File: src/rtl/fft4_pkg.sv
package fft4_pkg;
   localparam int LANES = 4;

   typedef enum logic {
      ARCH_DIRECT = 1'b0,
      ARCH_SHARED = 1'b1
   } fft4_arch_e;
endpackage

File: src/rtl/fft4_sm2tc.sv
module fft4_sm2tc #(
   parameter int DW = 8,
   parameter int OW = 10
) (
   input  logic [DW-1:0]        sm_in,
   output logic signed [OW-1:0] tc_out
);
   if (OW < DW) begin : g_bad_width
      $error("fft4_sm2tc: OW must be at least DW");
   end

   logic [OW-1:0] mag_ext;

   always_comb begin
      mag_ext = {{(OW-DW+1){1'b0}}, sm_in[DW-2:0]};
      if (sm_in[DW-1])
         tc_out = -$signed(mag_ext);
      else
         tc_out = $signed(mag_ext);
   end
endmodule

File: src/rtl/fft4_tc2sm.sv
module fft4_tc2sm #(
   parameter int DW = 8,
   parameter int IW = 10
) (
   input  logic signed [IW-1:0] tc_in,
   output logic [DW-1:0]        sm_out
);
   localparam logic [IW-1:0] MAX_MAG = {{(IW-DW+1){1'b0}}, {(DW-1){1'b1}}};

   if (IW <= DW) begin : g_bad_width
      $error("fft4_tc2sm: IW must exceed DW");
   end

   logic          neg;
   logic [IW-1:0] mag;

   always_comb begin
      neg = tc_in[IW-1];
      mag = neg ? $unsigned(-tc_in) : $unsigned(tc_in);
      if (mag > MAX_MAG)
         sm_out = {neg, MAX_MAG[DW-2:0]};
      else
         sm_out = {neg, mag[DW-2:0]};
   end
endmodule

File: src/rtl/fft4_core.sv
module fft4_core
   import fft4_pkg::*;
#(
   parameter int         IW   = 10,
   parameter fft4_arch_e ARCH = ARCH_SHARED
) (
   input  logic signed [IW-1:0] x_re [LANES],
   input  logic signed [IW-1:0] x_im [LANES],
   output logic signed [IW-1:0] y_re [LANES],
   output logic signed [IW-1:0] y_im [LANES]
);
   if (ARCH == ARCH_SHARED) begin : g_shared
      logic signed [IW-1:0] s0_re, s0_im, s1_re, s1_im;
      logic signed [IW-1:0] t0_re, t0_im, t1_re, t1_im;

      always_comb begin
         s0_re = x_re[0] + x_re[2];
         s0_im = x_im[0] + x_im[2];
         s1_re = x_re[0] - x_re[2];
         s1_im = x_im[0] - x_im[2];
         t0_re = x_re[1] + x_re[3];
         t0_im = x_im[1] + x_im[3];
         t1_re = x_re[1] - x_re[3];
         t1_im = x_im[1] - x_im[3];
         y_re[0] = s0_re + t0_re;
         y_im[0] = s0_im + t0_im;
         y_re[2] = s0_re - t0_re;
         y_im[2] = s0_im - t0_im;
         // -j*t1 : real takes +t1_im, imaginary takes -t1_re
         y_re[1] = s1_re + t1_im;
         y_im[1] = s1_im - t1_re;
         // +j*t1 : real takes -t1_im, imaginary takes +t1_re
         y_re[3] = s1_re - t1_im;
         y_im[3] = s1_im + t1_re;
      end
   end else begin : g_direct
      always_comb begin
         y_re[0] = x_re[0] + x_re[1] + x_re[2] + x_re[3];
         y_im[0] = x_im[0] + x_im[1] + x_im[2] + x_im[3];
         y_re[1] = x_re[0] + x_im[1] - x_re[2] - x_im[3];
         y_im[1] = x_im[0] - x_re[1] - x_im[2] + x_re[3];
         y_re[2] = x_re[0] - x_re[1] + x_re[2] - x_re[3];
         y_im[2] = x_im[0] - x_im[1] + x_im[2] - x_im[3];
         y_re[3] = x_re[0] - x_im[1] - x_re[2] + x_im[3];
         y_im[3] = x_im[0] + x_re[1] - x_im[2] - x_re[3];
      end
   end
endmodule

File: src/rtl/fft4_radix4.sv
module fft4_radix4 #(
   parameter int                   DW   = 8,
   parameter fft4_pkg::fft4_arch_e ARCH = fft4_pkg::ARCH_SHARED
) (
   input  logic                            clk,
   input  logic                            rst_n,
   input  logic                            in_vld,
   input  logic [fft4_pkg::LANES*DW-1:0]   in_re,
   input  logic [fft4_pkg::LANES*DW-1:0]   in_im,
   output logic                            out_vld,
   output logic [fft4_pkg::LANES*DW-1:0]   out_re,
   output logic [fft4_pkg::LANES*DW-1:0]   out_im
);
   import fft4_pkg::*;

   localparam int          IW       = DW + $clog2(LANES);
   localparam int          BW       = LANES * DW;
   localparam logic [DW-1:0] NEG_ZERO = {1'b1, {(DW-1){1'b0}}};
   localparam logic [DW-1:0] POS_MAX  = {1'b0, {(DW-1){1'b1}}};

   if (DW < 3 || DW > 16) begin : g_bad_dw
      $error("fft4_radix4: DW must lie in 3..16");
   end

   logic signed [IW-1:0] x_re [LANES];
   logic signed [IW-1:0] x_im [LANES];
   logic signed [IW-1:0] y_re [LANES];
   logic signed [IW-1:0] y_im [LANES];
   logic [BW-1:0]        res_re, res_im;

   for (genvar k = 0; k < LANES; k++) begin : g_lane
      fft4_sm2tc #(.DW(DW), .OW(IW)) u_in_re (
         .sm_in(in_re[k*DW +: DW]), .tc_out(x_re[k]));
      fft4_sm2tc #(.DW(DW), .OW(IW)) u_in_im (
         .sm_in(in_im[k*DW +: DW]), .tc_out(x_im[k]));
      fft4_tc2sm #(.DW(DW), .IW(IW)) u_out_re (
         .tc_in(y_re[k]), .sm_out(res_re[k*DW +: DW]));
      fft4_tc2sm #(.DW(DW), .IW(IW)) u_out_im (
         .tc_in(y_im[k]), .sm_out(res_im[k*DW +: DW]));

      AST_NO_NEG_ZERO_RE: assert property (@(posedge clk) disable iff (!rst_n)
         out_re[k*DW +: DW] != NEG_ZERO);
      AST_NO_NEG_ZERO_IM: assert property (@(posedge clk) disable iff (!rst_n)
         out_im[k*DW +: DW] != NEG_ZERO);
   end

   fft4_core #(.IW(IW), .ARCH(ARCH)) u_core (
      .x_re(x_re), .x_im(x_im), .y_re(y_re), .y_im(y_im));

   always_ff @(posedge clk or negedge rst_n) begin
      if (!rst_n) begin
         out_vld <= 1'b0;
         out_re  <= '0;
         out_im  <= '0;
      end else begin
         out_vld <= in_vld;
         if (in_vld) begin
            out_re <= res_re;
            out_im <= res_im;
         end
      end
   end

   AST_VLD_RISE: assert property (@(posedge clk) disable iff (!rst_n)
      in_vld |=> out_vld);
   AST_VLD_IDLE: assert property (@(posedge clk) disable iff (!rst_n)
      !in_vld |=> !out_vld);
   AST_HOLD_IDLE: assert property (@(posedge clk) disable iff (!rst_n)
      !in_vld |=> ($stable(out_re) && $stable(out_im)));
   AST_ZERO_IN_ZERO_OUT: assert property (@(posedge clk) disable iff (!rst_n)
      (in_vld && in_re == '0 && in_im == '0) |=> (out_re == '0 && out_im == '0));
   AST_SAT_POS: assert property (@(posedge clk) disable iff (!rst_n)
      (in_vld && in_re == {LANES{POS_MAX}} && in_im == '0)
      |=> (out_re[DW-1:0] == POS_MAX));
endmodule

File: config.mk
export PLATFORM = sky130hd
export DESIGN_NAME = fft4_radix4
export DESIGN_NICKNAME = d
export VERILOG_FILES = /design/src/rtl/fft4_pkg.sv /design/src/rtl/fft4_sm2tc.sv /design/src/rtl/fft4_tc2sm.sv /design/src/rtl/fft4_core.sv /design/src/rtl/fft4_radix4.sv
export SDC_FILE = /design/constraint.sdc
export NUM_CORES = 1
export LEC_CHECK = 0
export BUFFER_PORTS_ARGS = -buffer_cell sky130_fd_sc_hd__clkbuf_2
export CORE_MARGIN = 3
export CORE_UTILIZATION = 30
export DETAILED_ROUTE_END_ITERATION = 10
export HOLD_SLACK_MARGIN = 0.08
export MAX_ROUTING_LAYER = met4
export PLACE_DENSITY_LB_ADDON = 0.1
export SYNTH_ARGS = -nofsm -noshare
export SYNTH_HDL_FRONTEND = slang
export SYNTH_SLANG_ARGS = --single-unit
File: constraint.sdc
create_clock -name clk -period 1 [get_ports clk]
set_clock_uncertainty 0.05 [all_clocks]
set_input_delay 0.1 -clock clk [delete_from_list [all_inputs] [get_ports clk]]
set_output_delay 0.1 -clock clk [all_outputs]
set_load 0.05 [all_outputs]
# After elaboration in Yosys (flattened, before gate mapping)
# Cells that the tools add are included.
[totals]
ff_bits = 65
inputBits = 67
out_inout_bits = 65
wordCells = 67
[classes]
add_sub_neg = 32
magnitude_cmp = 8
mux = 24
[op_table]
columns = ["cell", "n"]
rows = [
  ["$mux 10", 16],
  ["$add 10x10->10", 8],
  ["$gt 10x7->1 const B", 8],
  ["$neg 10->10", 8],
  ["$neg 7->10", 8],
  ["$sub 10x10->10", 8],
  ["$mux 7", 8],
]

# Logic depth before layout (Yosys ltp)
[depth]
depth_word = 8
depth_mapped = 23
ltp_nobuf = 23

# Hierarchy
# From an unflattened synthesis, not the netlist that was laid out.
[unflattened]
hier_cells = 1366
area_unflattened_um2 = 11755.0
[by_module_without_submodules]
columns = ["module", "n_inst", "cells_each", "area_per_inst_um2", "seq_area_each_um2"]
rows = [
  ["fft4_core", 1, 790, 5858.1, 0.0],
  ["fft4_radix4", 1, 136, 2703.8, 1626.6],
  ["fft4_tc2sm", 8, 32, 214.0, 0.0],
  ["fft4_sm2tc", 8, 23, 185.2, 0.0],
]

# Least setup slack after synthesis
# No wires, ideal clock.
[synth_timing]
path_type = "input port to flip-flop"
from = "input in_re[8] in the netlist's numbering"
to = "register out_im[10] in the netlist's numbering"
setup_ns = 0.121
arrival_time_ns = 4.216
t_required_ns = 0.829
slack_ns = -3.387
stages = 17
n_path_buf = 0
path_cell_list = "inv_1 -> ha_1 -> nand2_1 -> a21boi_0 -> inv_1 -> ha_1 -> o21bai_1 -> a2111oi_0 -> a2bb2oi_1 -> xor2_1 -> ha_1 -> nor2_1 -> a311o_1 -> xnor2_1 -> xnor2_2 -> o41a_1 -> o22a_1"
[synth_via]
elab_chain_cells = 8
[synth_lines]
columns = ["element", "line_no", "rtl"]
rows = [
  ["start, declared", "fft4_radix4.sv:8", "input logic [fft4_pkg::LANES*DW-1:0] in_re,"],
  ["$neg 7->10", "fft4_sm2tc.sv:17", "tc_out = -$signed(mag_ext);"],
  ["$mux 10 *", "fft4_sm2tc.sv:16", "if (sm_in[DW-1])"],
  ["$sub 10x10->10 *", "fft4_core.sv:23", "t1_re = x_re[1] - x_re[3];"],
  ["$sub 10x10->10 *", "fft4_core.sv:31", "y_im[1] = s1_im - t1_re;"],
  ["$neg 10->10", "fft4_tc2sm.sv:19", "mag = neg ? $unsigned(-tc_in) : $unsigned(tc_in);"],
  ["$mux 10 *", "fft4_tc2sm.sv:19", ""],
  ["$gt 10x7->1", "fft4_tc2sm.sv:20", "if (mag > MAX_MAG)"],
  ["$mux 7 *", "fft4_tc2sm.sv:20", ""],
  ["end signal, assigned", "fft4_radix4.sv:59", "out_im <= res_im;"],
  ["end, declared", "fft4_radix4.sv:12", "output logic [fft4_pkg::LANES*DW-1:0] out_im"],
]
# Every way passes the cells marked *; elsewhere a longest branch is shown, timed or not.
# A chain may end at the register's enable or synchronous reset.

# Worst setup path in the final report
[layout_timing]
from = "input in_im[19] in the netlist's numbering"
to = "register out_im[10] in the netlist's numbering"
[layout_via]
elab_chain_cells = 8
[layout_lines]
columns = ["element", "line_no", "rtl"]
rows = [
  ["start, declared", "fft4_radix4.sv:9", "input logic [fft4_pkg::LANES*DW-1:0] in_im,"],
  ["$neg 7->10", "fft4_sm2tc.sv:17", ""],
  ["$mux 10 *", "fft4_sm2tc.sv:16", ""],
  ["$sub 10x10->10 *", "fft4_core.sv:20", "s1_im = x_im[0] - x_im[2];"],
  ["$sub 10x10->10 *", "fft4_core.sv:31", ""],
  ["$neg 10->10", "fft4_tc2sm.sv:19", ""],
  ["$mux 10 *", "fft4_tc2sm.sv:19", ""],
  ["$gt 10x7->1", "fft4_tc2sm.sv:20", ""],
  ["$mux 7 *", "fft4_tc2sm.sv:20", ""],
]
# Marks and branches as above.

==> results.md <==
- Final-report hold violation count: 0
- Worst setup path class: input pin to register
- Clock slew at reported path FFs: approximately 0.060 ns
- Pre-CTS setup slack: -3.34 ns
- Slew @ Worst Pin: 0.518 ns
- CP max stage cell: or4_4
- Rel. slew slack: 0.652
- Yosys warns: 0
- GRT Overall Usage: 0.200
- RSZ-0062 raised after global routing: yes
- Xor/xnor share of the synthesized area: 0.156
- Cells after Synth: between 1000 and 1500
- Register area share after synthesis: 0.145
- Drt first pass iters: 5
- Number of flops mapped to enable cells by yosys: 0
- Remaining global-route overflow: 0
- Fmax: roughly 270 MHz
- Diode count: 0
- Area Overhead vs Synth: 90.7%
- Min Tclk post-route: between 3 and 4 ns
- Largest family of logic cells by synthesized area: compound AO/OA/AOI/OAI gates
- Post-Syn Area: 11200 sq um
- Non-Filler Instances: 2636
- Power per cell area: roughly 3600 nW/um^2
- Crit-path max FO: 7
- Drc violations: 0
- Clock sink count: between 60 and 70
- Ports: about 130
- Largest area contributor in the netlist: ha_1
- Via/cell ratio: ~4.7
- Period utilisation layout: 3.72
- Crit end category: register
- Adder-Cell Fraction of Synth Area: 0.208
- Avg WL per Cell: 14.8 um
- Largest net degree at the start of global routing: 35
- First-pass GRT wire length: a little over 60 mm
- Synthesized net count: ~1700
- HPWL Detailed: ~32 mm
- Gp weighted congestion: between 0.8 and 0.9
- Post-synthesis mux area share: 0.0169
- Synth Area in Simple Gates: 0.173
- Max_cap viols: 0
- CTS root buffer: clkbuf_16
- Worst-Skew Late Latency: around 0.35 ns
- Clk buf depth: 2
- Layout cells sized above 1: 0.566
- Placed cells: 2510
- Routed via count: between 10000 and 15000
- WP data required: about 1.2 ns
- Yosys cell types: about 80
- Starting Density: 0.305
- Total power: ~0.078 W
- Util after Layout: 0.581
- FF-to-FF setup slack: -0.04 ns
- CP startpoint: in_im[19]
- Row count: 70
- Number of buffers created by CTS: 9
- TritonCTS clock tree: done
- Final number of setup-violating endpoints: roughly 130
- Pleak: roughly 9.8 nW
- Htree depth: 3
- Mean Syn Cell Area: about 7.7 sq um
- Wirelength, routed: around 39 mm
- Top cell type's share of synthesized area: 0.179
- Crit path arrival time: just under 4 ns
- Die Y: ~200 um
- Status: finished, violations left
- RR Startpoint: out_re[11]
- Final #Nets: 2406
- Synth top area cells: ha_1, dfrtp_1, xnor2_1
- Initial antenna violation count: 0
- Drt initial violations: 314
- Post-synthesis compound-gate area fraction: 0.234
- Ys async rst share: 1.00
- Core area: between 30000 and 40000 sq um
- Violated checks: setup timing
- DIE AREA: ~40000 sq um
- Vias in the first global route: around 13000
- Worst path cell trace: buf_6, or4_4, o21ai_4, xnor2_2, inv_1, ha_2, or3_1, a221oi_2, a221oi_2, a21oi_2, xnor2_2, ha_4, nor2_1, a311o_1, xnor2_2, xnor2_2, o41a_1, o22a_1
- Die W: between 150 and 200 um
- Worst Hold Class: input pin to asynchronous set/reset pin
- Dominant synthesized flop cell: dfrtp_1
- Final WS setup: -2.72 ns
- Startpoint Class: input pin
- VDD IR max: 1.87 mV
- IO buf count: about 130
- Worst path most repeated cell: xnor2_2
- Fin. max-slew vios: 0
- Post-DRT Antenna Nets: 0
- Crit-path max cell delay: roughly 0.55 ns
- Flops & latches, synth: 65
==> cell usage after synthesis (18+ instances only) <==
master    number
nor2_1       166
o21bai_1      33
nor3_1        36
inv_1        151
dfrtp_1       65
xor2_1        58
clkbuf_1      42
nand2_1       82
a21oi_1      120
o21ai_0       52
a21o_1        24
nand2b_1      24
xnor2_1      131
o21a_1        18
ha_1         160
==> flip-flops by register name, summed over array words and instances, names as in the netlist <==
name,cells
out_vld,1
out_re,32
out_im,32
==> repair_timing <==
action / CTS / global route
pin swaps: 165 / 120
hold buffers: 1 / 0
endpoints found under the hold margin: 65 / 0
buffers inserted: 86 / 33
setup endpoints to repair: 129 / 129
gates resized for setup: 453 / 211
==> placed cells by master (no fill, tap or decap), types with 13 or more instances in the layout <==
cell,n
a21o_1,24
buf_6,46
o211ai_1,13
xnor2_2,44
o21ai_1,14
ha_2,17
ha_1,98
ha_4,45
buf_8,66
a21oi_2,66
xnor2_1,80
nand3_1,13
o21ai_0,23
dfrtp_1,61
clkbuf_2,49
o21a_1,16
nand2_1,63
a21oi_1,50
inv_1,117
o21bai_1,23
xor2_1,45
buf_4,568
nor2_1,149
inv_2,18
nor3_1,23
clkbuf_16,15
==> per-layer routing <==
metal	vias up	GRT usage	wire length, um
met1	5805	0.248	18000
met2	158	0.349	19400
met4	0	0.0502	756
met5	-	-	0
li1	6438	-	-
met3	37	0.0211	931
==> logic make-up (layout without fill, tap and decap cells) <==
family          count (synthesis)  in the layout
simple gates                  412            412
compound gates                386            386
buf+inv                       198            917
xor+xnor                      194            194
fa+ha+maj                     176            176
flops                          65             65
mux                            18             18
==> power breakdown <==
group / internal, W / switching, W / leakage [nW]
Clock: 0.00189 / 0.00131 / 0.138
Combinational: 0.0368 / 0.0335 / 9.07
Sequential: 0.00354 / 0.000720 / 0.640
==> through the flow <==
stage / cell area [sq um] / hold slack (ns) / TNS [ns]
floorplan: 12100 / -0.246 / -168.96
global placement: 17000 / -0.0973 / -201.82
detailed placement: 17000 / -0.0953 / -205.04
CTS: 20300 / 0.0607 / -171.74
global route: 21300 / 0.0930 / -184.75
finish: 21300 / 0.0810 / -171.37
==> final cells by class <==
type | count | area [sq um]
clock inverter | 3 | 23.8
inverter | 152 | 688
clock buffer | 13 | 270
fill | 3242 | 15400
tap | 468 | 586
multi-input combinational | 1186 | 11700
timing repair buffer | 749 | 6390
sequential | 65 | 1630
==> worst max-delay path, delay by kind of cell <==
| kind | cells | cell delay, ns |
|---|---|---|
| buf+inv | 2 | 0.15 |
| fa+ha+maj | 2 | 0.48 |
| xor+xnor | 4 | 0.58 |
| simple gates | 3 | 0.91 |
| compound gates | 7 | 1.65 |
==> worst paths after layout <==
| check | to | cells past startpoint |
|---|---|---|
| min reg2reg | out_re[12] | 2 |
| max reg2reg | out_re[11] | 3 |
| max | out_im[10] | 18 |
| min | out_re[16] | 2 |
| max in group asynchronous | out_im[9] | 3 |
| min in group clk | out_vld | 3 |
Power figures use the tool's default switching activity.
